### config.mk
export PLATFORM = sky130hd
export DESIGN_NAME = gpio_port
export DESIGN_NICKNAME = d
export VERILOG_FILES = /design/src/rtl/gpio_pkg.sv /design/src/rtl/gpio_rst_sync.sv /design/src/rtl/gpio_sync.sv /design/src/rtl/gpio_regs.sv /design/src/rtl/gpio_pad_ctl.sv /design/src/rtl/gpio_irq.sv /design/src/rtl/gpio_port.sv
export SDC_FILE = /design/constraint.sdc
export NUM_CORES = 1
export LEC_CHECK = 0
export ABC_AREA = 1
export BUFFER_PORTS_ARGS = -buffer_cell sky130_fd_sc_hd__buf_4
export CORE_MARGIN = 2
export CORE_UTILIZATION = 55
export CTS_CLUSTER_DIAMETER = 80
export DETAILED_ROUTE_END_ITERATION = 7
export HOLD_SLACK_MARGIN = 0.1
export PLACE_DENSITY = 0.77
export SKIP_CTS_REPAIR_TIMING = 1
export SLEW_MARGIN = 10
export SYNTH_ARGS = -nofsm -noshare
export SYNTH_HDL_FRONTEND = slang
export SYNTH_HIERARCHICAL = 1
export SYNTH_SLANG_ARGS = --single-unit
export TNS_END_PERCENT = 20
### constraint.sdc
create_clock -name clk -period 2.3 [get_ports clk]
set_input_delay 0.345 -clock clk [delete_from_list [all_inputs] [get_ports clk]]
set_output_delay 0.345 -clock clk [all_outputs]
set_load 0.1 [all_outputs]
### src/rtl/gpio_pkg.sv
package gpio_pkg;
  localparam int unsigned ADDR_W = 2;
  typedef enum logic [ADDR_W-1:0] {
    REG_DATA = 2'd0,
    REG_DIR  = 2'd1,
    REG_OPT  = 2'd2,
    REG_PEND = 2'd3
  } gpio_reg_e;
endpackage

### src/rtl/gpio_rst_sync.sv
module gpio_rst_sync (
  input  logic clk,
  input  logic arst_n,
  output logic rst_n_o
);
  logic [1:0] stage_q;

  always_ff @(posedge clk or negedge arst_n) begin
    if (!arst_n) stage_q <= 2'b00;
    else         stage_q <= {stage_q[0], 1'b1};
  end

  assign rst_n_o = stage_q[1];
endmodule

### src/rtl/gpio_sync.sv
module gpio_sync #(
  parameter int unsigned W = 8
) (
  input  logic         clk,
  input  logic         rst_n,
  input  logic [W-1:0] d,
  output logic [W-1:0] q
);
  logic [W-1:0] meta_q, stable_q;

  always_ff @(posedge clk or negedge rst_n) begin
    if (!rst_n) begin
      meta_q   <= '0;
      stable_q <= '0;
    end else begin
      meta_q   <= d;
      stable_q <= meta_q;
    end
  end

  assign q = stable_q;

  // checker state: edges seen since reset release
  logic [1:0] age_q;
  always_ff @(posedge clk or negedge rst_n) begin
    if (!rst_n)              age_q <= 2'd0;
    else if (age_q != 2'd3)  age_q <= age_q + 2'd1;
  end


  sync_latency_chk: assert property (@(posedge clk) disable iff (!rst_n)
    (age_q == 2'd3) |-> (q == $past(d, 2)));
endmodule

### src/rtl/gpio_regs.sv
module gpio_regs
  import gpio_pkg::*;
#(
  parameter int unsigned W         = 8,
  parameter logic [W-1:0] OPT_IMPL  = '1,
  parameter logic [W-1:0] OPT_FIXED = '0
) (
  input  logic              clk,
  input  logic              rst_n,
  input  logic              sel,
  input  logic              wr,
  input  logic [ADDR_W-1:0] addr,
  input  logic [W-1:0]      wdata,
  output logic [W-1:0]      rdata,
  input  logic [W-1:0]      pin_lvl,
  input  logic [W-1:0]      pend,
  output logic [W-1:0]      latch_o,
  output logic [W-1:0]      dir_o,
  output logic [W-1:0]      opt_o,
  output logic [W-1:0]      clr_o
);
  localparam logic [W-1:0] OPT_CONST = OPT_FIXED & ~OPT_IMPL;

  gpio_reg_e    reg_sel;
  logic         wr_en;
  logic [W-1:0] latch_q, latch_d;
  logic [W-1:0] dir_q,   dir_d;
  logic [W-1:0] opt_q,   opt_d;

  assign reg_sel = gpio_reg_e'(addr);
  assign wr_en   = sel & wr;

  always_comb begin
    latch_d = latch_q;
    dir_d   = dir_q;
    opt_d   = opt_q;
    clr_o   = '0;
    if (wr_en) begin
      unique case (reg_sel)
        REG_DATA: latch_d = wdata;
        REG_DIR:  dir_d   = wdata;
        REG_OPT:  opt_d   = (wdata & OPT_IMPL) | OPT_CONST;
        REG_PEND: clr_o   = wdata;
      endcase
    end
  end

  always_ff @(posedge clk or negedge rst_n) begin
    if (!rst_n) begin
      latch_q <= '0;
      dir_q   <= '0;
      opt_q   <= OPT_CONST;
    end else begin
      latch_q <= latch_d;
      dir_q   <= dir_d;
      opt_q   <= opt_d;
    end
  end

  always_comb begin
    unique case (reg_sel)
      REG_DATA: rdata = (dir_q & latch_q) | (~dir_q & pin_lvl);
      REG_DIR:  rdata = dir_q;
      REG_OPT:  rdata = opt_q;
      REG_PEND: rdata = pend;
    endcase
  end

  assign latch_o = latch_q;
  assign dir_o   = dir_q;
  assign opt_o   = opt_q;


  latch_write_chk: assert property (@(posedge clk) disable iff (!rst_n)
    (sel && wr && addr == REG_DATA) |=> (latch_q == $past(wdata)));
endmodule

### src/rtl/gpio_pad_ctl.sv
module gpio_pad_ctl #(
  parameter int unsigned W = 8
) (
  input  logic [W-1:0] dir,
  input  logic [W-1:0] opt,
  input  logic [W-1:0] latch,
  output logic [W-1:0] pad_out,
  output logic [W-1:0] pad_oe,
  output logic [W-1:0] pad_pu,
  output logic [W-1:0] irq_en
);
  for (genvar i = 0; i < W; i++) begin : g_pin
    always_comb begin
      pad_out[i] = 1'b0;
      pad_oe[i]  = 1'b0;
      pad_pu[i]  = 1'b0;
      irq_en[i]  = 1'b0;
      if (dir[i]) begin
        if (opt[i]) begin
          pad_oe[i]  = 1'b1;
          pad_out[i] = latch[i];
        end else begin
          pad_oe[i]  = ~latch[i];
        end
      end else begin
        pad_pu[i] = opt[i];
        irq_en[i] = opt[i];
      end
    end
  end
endmodule

### src/rtl/gpio_irq.sv
module gpio_irq #(
  parameter int unsigned W = 8
) (
  input  logic         clk,
  input  logic         rst_n,
  input  logic [W-1:0] lvl,
  input  logic [W-1:0] en,
  input  logic [W-1:0] clr,
  output logic [W-1:0] pend
);
  logic [W-1:0] prev_q, pend_q, pend_d, fall;

  assign fall = prev_q & ~lvl & en;

  always_comb begin
    pend_d = (pend_q & ~clr) | fall;
  end

  always_ff @(posedge clk or negedge rst_n) begin
    if (!rst_n) begin
      prev_q <= '0;
      pend_q <= '0;
    end else begin
      prev_q <= lvl;
      pend_q <= pend_d;
    end
  end

  assign pend = pend_q;

  for (genvar i = 0; i < W; i++) begin : g_chk

    pend_cause_chk: assert property (@(posedge clk) disable iff (!rst_n)
      $rose(pend_q[i]) |-> $past(en[i] && !lvl[i]));

    pend_clear_chk: assert property (@(posedge clk) disable iff (!rst_n)
      (clr[i] && !fall[i]) |=> !pend_q[i]);
  end
endmodule

### src/rtl/gpio_port.sv
module gpio_port
  import gpio_pkg::*;
#(
  parameter int unsigned W         = 8,
  parameter logic [W-1:0] OPT_IMPL  = 8'h3F,
  parameter logic [W-1:0] OPT_FIXED = 8'h00
) (
  input  logic              clk,
  input  logic              rst_n,
  input  logic              bus_sel,
  input  logic              bus_wr,
  input  logic [ADDR_W-1:0] bus_addr,
  input  logic [W-1:0]      bus_wdata,
  output logic [W-1:0]      bus_rdata,
  input  logic [W-1:0]      pad_in,
  output logic [W-1:0]      pad_out,
  output logic [W-1:0]      pad_oe,
  output logic [W-1:0]      pad_pu,
  output logic              irq
);
  logic         rst_sync_n;
  logic [W-1:0] pin_lvl, pend, latch, dir, opt, clr, irq_en;

  gpio_rst_sync u_rst (.clk(clk), .arst_n(rst_n), .rst_n_o(rst_sync_n));

  gpio_sync #(.W(W)) u_sync (
    .clk(clk), .rst_n(rst_sync_n), .d(pad_in), .q(pin_lvl)
  );

  gpio_regs #(.W(W), .OPT_IMPL(OPT_IMPL), .OPT_FIXED(OPT_FIXED)) u_regs (
    .clk(clk), .rst_n(rst_sync_n), .sel(bus_sel), .wr(bus_wr),
    .addr(bus_addr), .wdata(bus_wdata), .rdata(bus_rdata),
    .pin_lvl(pin_lvl), .pend(pend), .latch_o(latch), .dir_o(dir),
    .opt_o(opt), .clr_o(clr)
  );

  gpio_pad_ctl #(.W(W)) u_pad (
    .dir(dir), .opt(opt), .latch(latch),
    .pad_out(pad_out), .pad_oe(pad_oe), .pad_pu(pad_pu), .irq_en(irq_en)
  );

  gpio_irq #(.W(W)) u_irq (
    .clk(clk), .rst_n(rst_sync_n), .lvl(pin_lvl), .en(irq_en),
    .clr(clr), .pend(pend)
  );

  assign irq = |pend;


  dir_input_oe_chk: assert property (@(posedge clk) disable iff (!rst_sync_n)
    (bus_sel && bus_wr && bus_addr == REG_DIR)
      |=> ((pad_oe & ~$past(bus_wdata)) == '0));
endmodule

== Yosys cells after proc, flatten, opt, wreduce, memory -nomap -nowiden ==
Cells that the tools add are included.

* Equality and inequality tests: 3
* Multiplexer cells: 35
* Bitwise logic cells: 19
* Reduce and logical (&&, ||, !) cells: 5

{| class="wikitable"
|+ Operators with widths
! cell !! number
|-
| bitwise AND 8 bit || 4
|-
| 2-to-1 mux 1 bit || 32
|-
| one-hot mux 8 bit (4 select lines) || 1
|-
| inverter 8 bit || 3
|-
| 2-to-1 mux 8 bit || 2
|-
| OR 8 bit || 2
|-
| bitwise AND 8 x 6 -> 8 bit || 1
|-
| inverter 1 bit || 8
|-
| OR reduction 8 bit || 1
|-
| AND reduction 2 bit || 3
|-
| == test 2 bit (second input constant) || 2
|-
| == test 2 x 1 -> 1 bit (second input constant) || 1
|-
| zero test 2 bit || 1
|-
| bitwise AND 1 bit || 1
|}

* Flip-flop bits (word level): 56
* Input port bits: 22
* Output and inout bits: 33
* Word-level logic and storage cells: 70

== Longest topological paths before layout ==
* Word-level depth: 6
* Mapped depth: 7
* Depth with buffers taken out: 5

== Modules after synthesis ==
Netlist, hierarchy kept.

{| class="wikitable"
|+ By module, submodules not included
! module !! times used !! cells an instance !! area each (µm²) !! seq. area each (µm²)
|-
| gpio_regs || 1 || 182 || 1,406.3 || 550.5
|-
| gpio_irq || 1 || 56 || 560.5 || 400.4
|-
| gpio_sync || 1 || 16 || 400.4 || 400.4
|-
| gpio_pad_ctl || 1 || 64 || 290.3 || 0.0
|-
| gpio_port || 1 || 15 || 56.3 || 0.0
|-
| gpio_rst_sync || 1 || 3 || 53.8 || 50.0
|}

== Least setup slack after synthesis ==
OpenSTA, ideal clock, no wires.

* Kind: input-to-output
* Start point: input bus_addr[1]
* End point: output bus_rdata[1]
* Arrival time: 1,478 ps
* Required time: 1,955 ps
* Slack: 477 ps
* Stages on the path: 6
* Path buffers: 2
* Cell sequence: buf_6 > buf_2 > nand3_1 > nand2_1 > nor2_1 > nand2_1

* Word-level cells in the longest chain between the ends: 2
* Elaborated cells between the ends (all ways): 5
* Those cells by class: eq/ne (3); mux (1); reduce/logical (1)

{| class="wikitable"
|+ RTL lines
! item !! line !! text
|-
| from (decl) || gpio_port.sv:12 || <nowiki>input logic [ADDR_W-1:0] bus_addr,</nowiki>
|-
| == test 2 bit, or another cell as far along || gpio_regs.sv:61 || <nowiki>unique case (reg_sel)</nowiki>
|-
| one-hot mux 8 bit (4 select lines) * || gpio_regs.sv:61 ||
|-
| to (decl) || gpio_port.sv:14 || <nowiki>output logic [W-1:0] bus_rdata,</nowiki>
|}

Mark *: on every way between the ends. The rest lies on a longest branch, timed or not.

== Worst setup path in the final report ==
* Start point: input bus_addr[1]
* End point: output bus_rdata[4]

Same word-level chain as after synthesis.

==> metrics <==
CP endpoint kind=primary output; initial drt markers=177; CP required=1.96 ns; Crit Path Class=primary input to primary output; Max Buffers Root-to-Sink=2; sequential share of power=40.3%; global-route wire length before repair=8550 µm; DRT Pass-1 Iters=4; RSZ-0062 raised after global routing=false; Final Cycle Share=74.5%; Tmin final=1.71 ns; # rows=25; Layout area overhead=16.4%; critical path launch point type=primary input; CTS Root Cell=clkbuf_8; core box area=0.00479 mm²; gr usage total=20.4%; clock share of power=17.6%; Finished Layout Cells=447; power per cell area=975 mW/mm²; initial antenna violation count=0; htree depth=2; vias per cell=4.76; syn avg cell area=8.24 µm²; clock transition at the registers of the reported paths=0.09 ns; vias in the first global route=1858; post-route ant nets=0; Syn Std Cell Area=0.00277 mm²; drt drc=0; status=finished with violations; Fmax=584 MHz; endpoints failing hold=0; CP Max Fanout=16; leakage=1.75 nW; sequential share of the synthesized area=50.6%; Detail Placement HPWL=3680 µm; dpl cells=439; slew of the pin with the lowest slew margin=1.81 ns; Worst-Skew Late Latency=0.30 ns; layout cells sized above 1=25.8%; Initial Util=57.8%; max cap viols=0; number of inserted diodes=0; Top Ports=55; most common cell after layout, fill and taps aside=nand2_1; Design Power=0.00314 W; Final #Nets=402; FF+latch count, synth=56; Avg WL per Cell=11.5 µm; switching share of power=46.3%; Max Transition Viols Final=4; CTS Sinks=56; post-synthesis instance total=336; failing checks=max-slew violations; Critical Path AT=1.37 ns; Detailed Route WL=5150 µm; Comb pwr share=42.1%; Net Switching=0.00145 W; max_slew headroom=-21.0%; Synth Warn #=6; Final Setup Violations=0; Num CTS Buffers=5; Worst IR Drop VDD=0.576 mV; # port buffers=50; Setup Skew=0.00528 ns; total gr overflow=0; most frequent cells in the layout=nand2_1 (94), inv_1 (68), dfrtp_1 (55), buf_4 (50), nand3_1 (24); largest net degree at the start of global routing=29; worst min-delay path class=primary input to flip-flop; GP Congestion=0.820; CTS tree=done; Die Y=74.9 µm; Synth cell types=18; Int Pwr=0.00169 W; via count=2129; Chip Width=74.9 µm; Setup TNS Final=0 ns; die footprint=0.00562 mm²
[Yosys cell counts (all sizes together)]
cell | instances | area (µm²)
nor3 | 8 | 40.0
nand2 | 99 | 394
nand3 | 24 | 120
conb | 2 | 7.51
nor2 | 33 | 168
inv | 70 | 263
o211ai | 6 | 45.0
dfrtp | 56 | 1400
o21ai | 22 | 193
buf | 16 | 136
[critical path, cell delays in order]
cell	delay (ns)
buf_4	0.22
inv_2	0.06
nand2_1	0.21
nor2_1	0.06
nor2_1	0.15
nand2_1	0.08
buf_4	0.23
[power groups by stage]
stage | Clock [W] | Combinational (W) | Sequential (W)
final | 0.000554 | 0.00132 | 0.00127
after global routing | 0.000604 | 0.00140 | 0.00129
after CTS | 0.000566 | 0.00132 | 0.00127
after detailed placement | 0 | 0.00132 | 0.00129
after global placement | 0 | 0.00131 | 0.00128
after floorplan | 0 | 0.00113 | 0.00125
[routing by layer]
layer  wire [µm]  vias to the layer above  track usage [%]
met5           0                        -                0
met4          51                        0             5.36
met3         276                        5             3.88
met2        2530                       57             32.7
met1        2290                      977             29.0
li1            -                     1090                -
[cell families after synthesis]
kind of cell           synth area share (%)
AO/OA/AOI/OAI                          8.59
AND/OR/NAND/NOR                        26.1
other                                 0.271
flip-flops                             50.6
buffers and inverters                  14.4
[cell type report]
cell class                      instances  area, µm²
Clock buffer                            7       96.3
Multi-Input combinational cell        195        971
Sequential cell                        56       1400
Inverter                               70        263
Tap cell                               67       83.8
Fill cell                             430       1560
Timing Repair Buffer                   52        405
[flip-flops by register name, indices dropped and copies added (netlist names)]
| signal | count |
|---|---|
| u_sync/q | 8 |
| u_rst/stage_q | 2 |
| u_regs/opt_o | 6 |
| u_regs/dir_o | 8 |
| u_irq/prev_q | 8 |
| u_sync/meta_q | 8 |
| u_regs/latch_o | 8 |
| u_irq/pend | 8 |
[metrics by stage]
stage / worst slack, ns / util, % / cell area [µm²] / hold WS (ns)
finish: 0.586 / 67.3 / 3220 / 0.146
CTS: 0.588 / 67.1 / 3210 / -0.201
floorplan: 0.477 / - / 2770 / 0.0494
global placement: 0.645 / 65.1 / 3120 / 0.128
detailed placement: 0.585 / 65.1 / 3120 / 0.129
global route: 0.441 / 67.3 / 3220 / 0.127
[final timing paths]
path / cells past startpoint / from / slack, ns / to
worst min register to register: 0 / u_rst/stage_q[1]$_DFF_PN0_ / 0.28 / u_regs/dir_o[6]$_DFFE_PN0P_
worst min-delay path: 1 / pad_in[1] / 0.15 / u_sync/meta_q[1]$_DFF_PN0_
worst max-delay path: 7 / bus_addr[1] / 0.59 / bus_rdata[4]
max in group asynchronous: 1 / u_rst/stage_q[1]$_DFF_PN0_ / 1.46 / u_sync/q[3]$_DFF_PN0_
worst max register to register: 3 / u_regs/dir_o[4]$_DFFE_PN0P_ / 1.45 / u_irq/pend[4]$_DFF_PN0_
min in group asynchronous: 0 / u_rst/stage_q[1]$_DFF_PN0_ / 0.28 / u_regs/dir_o[6]$_DFFE_PN0P_
Power figures use the tool's default switching activity.
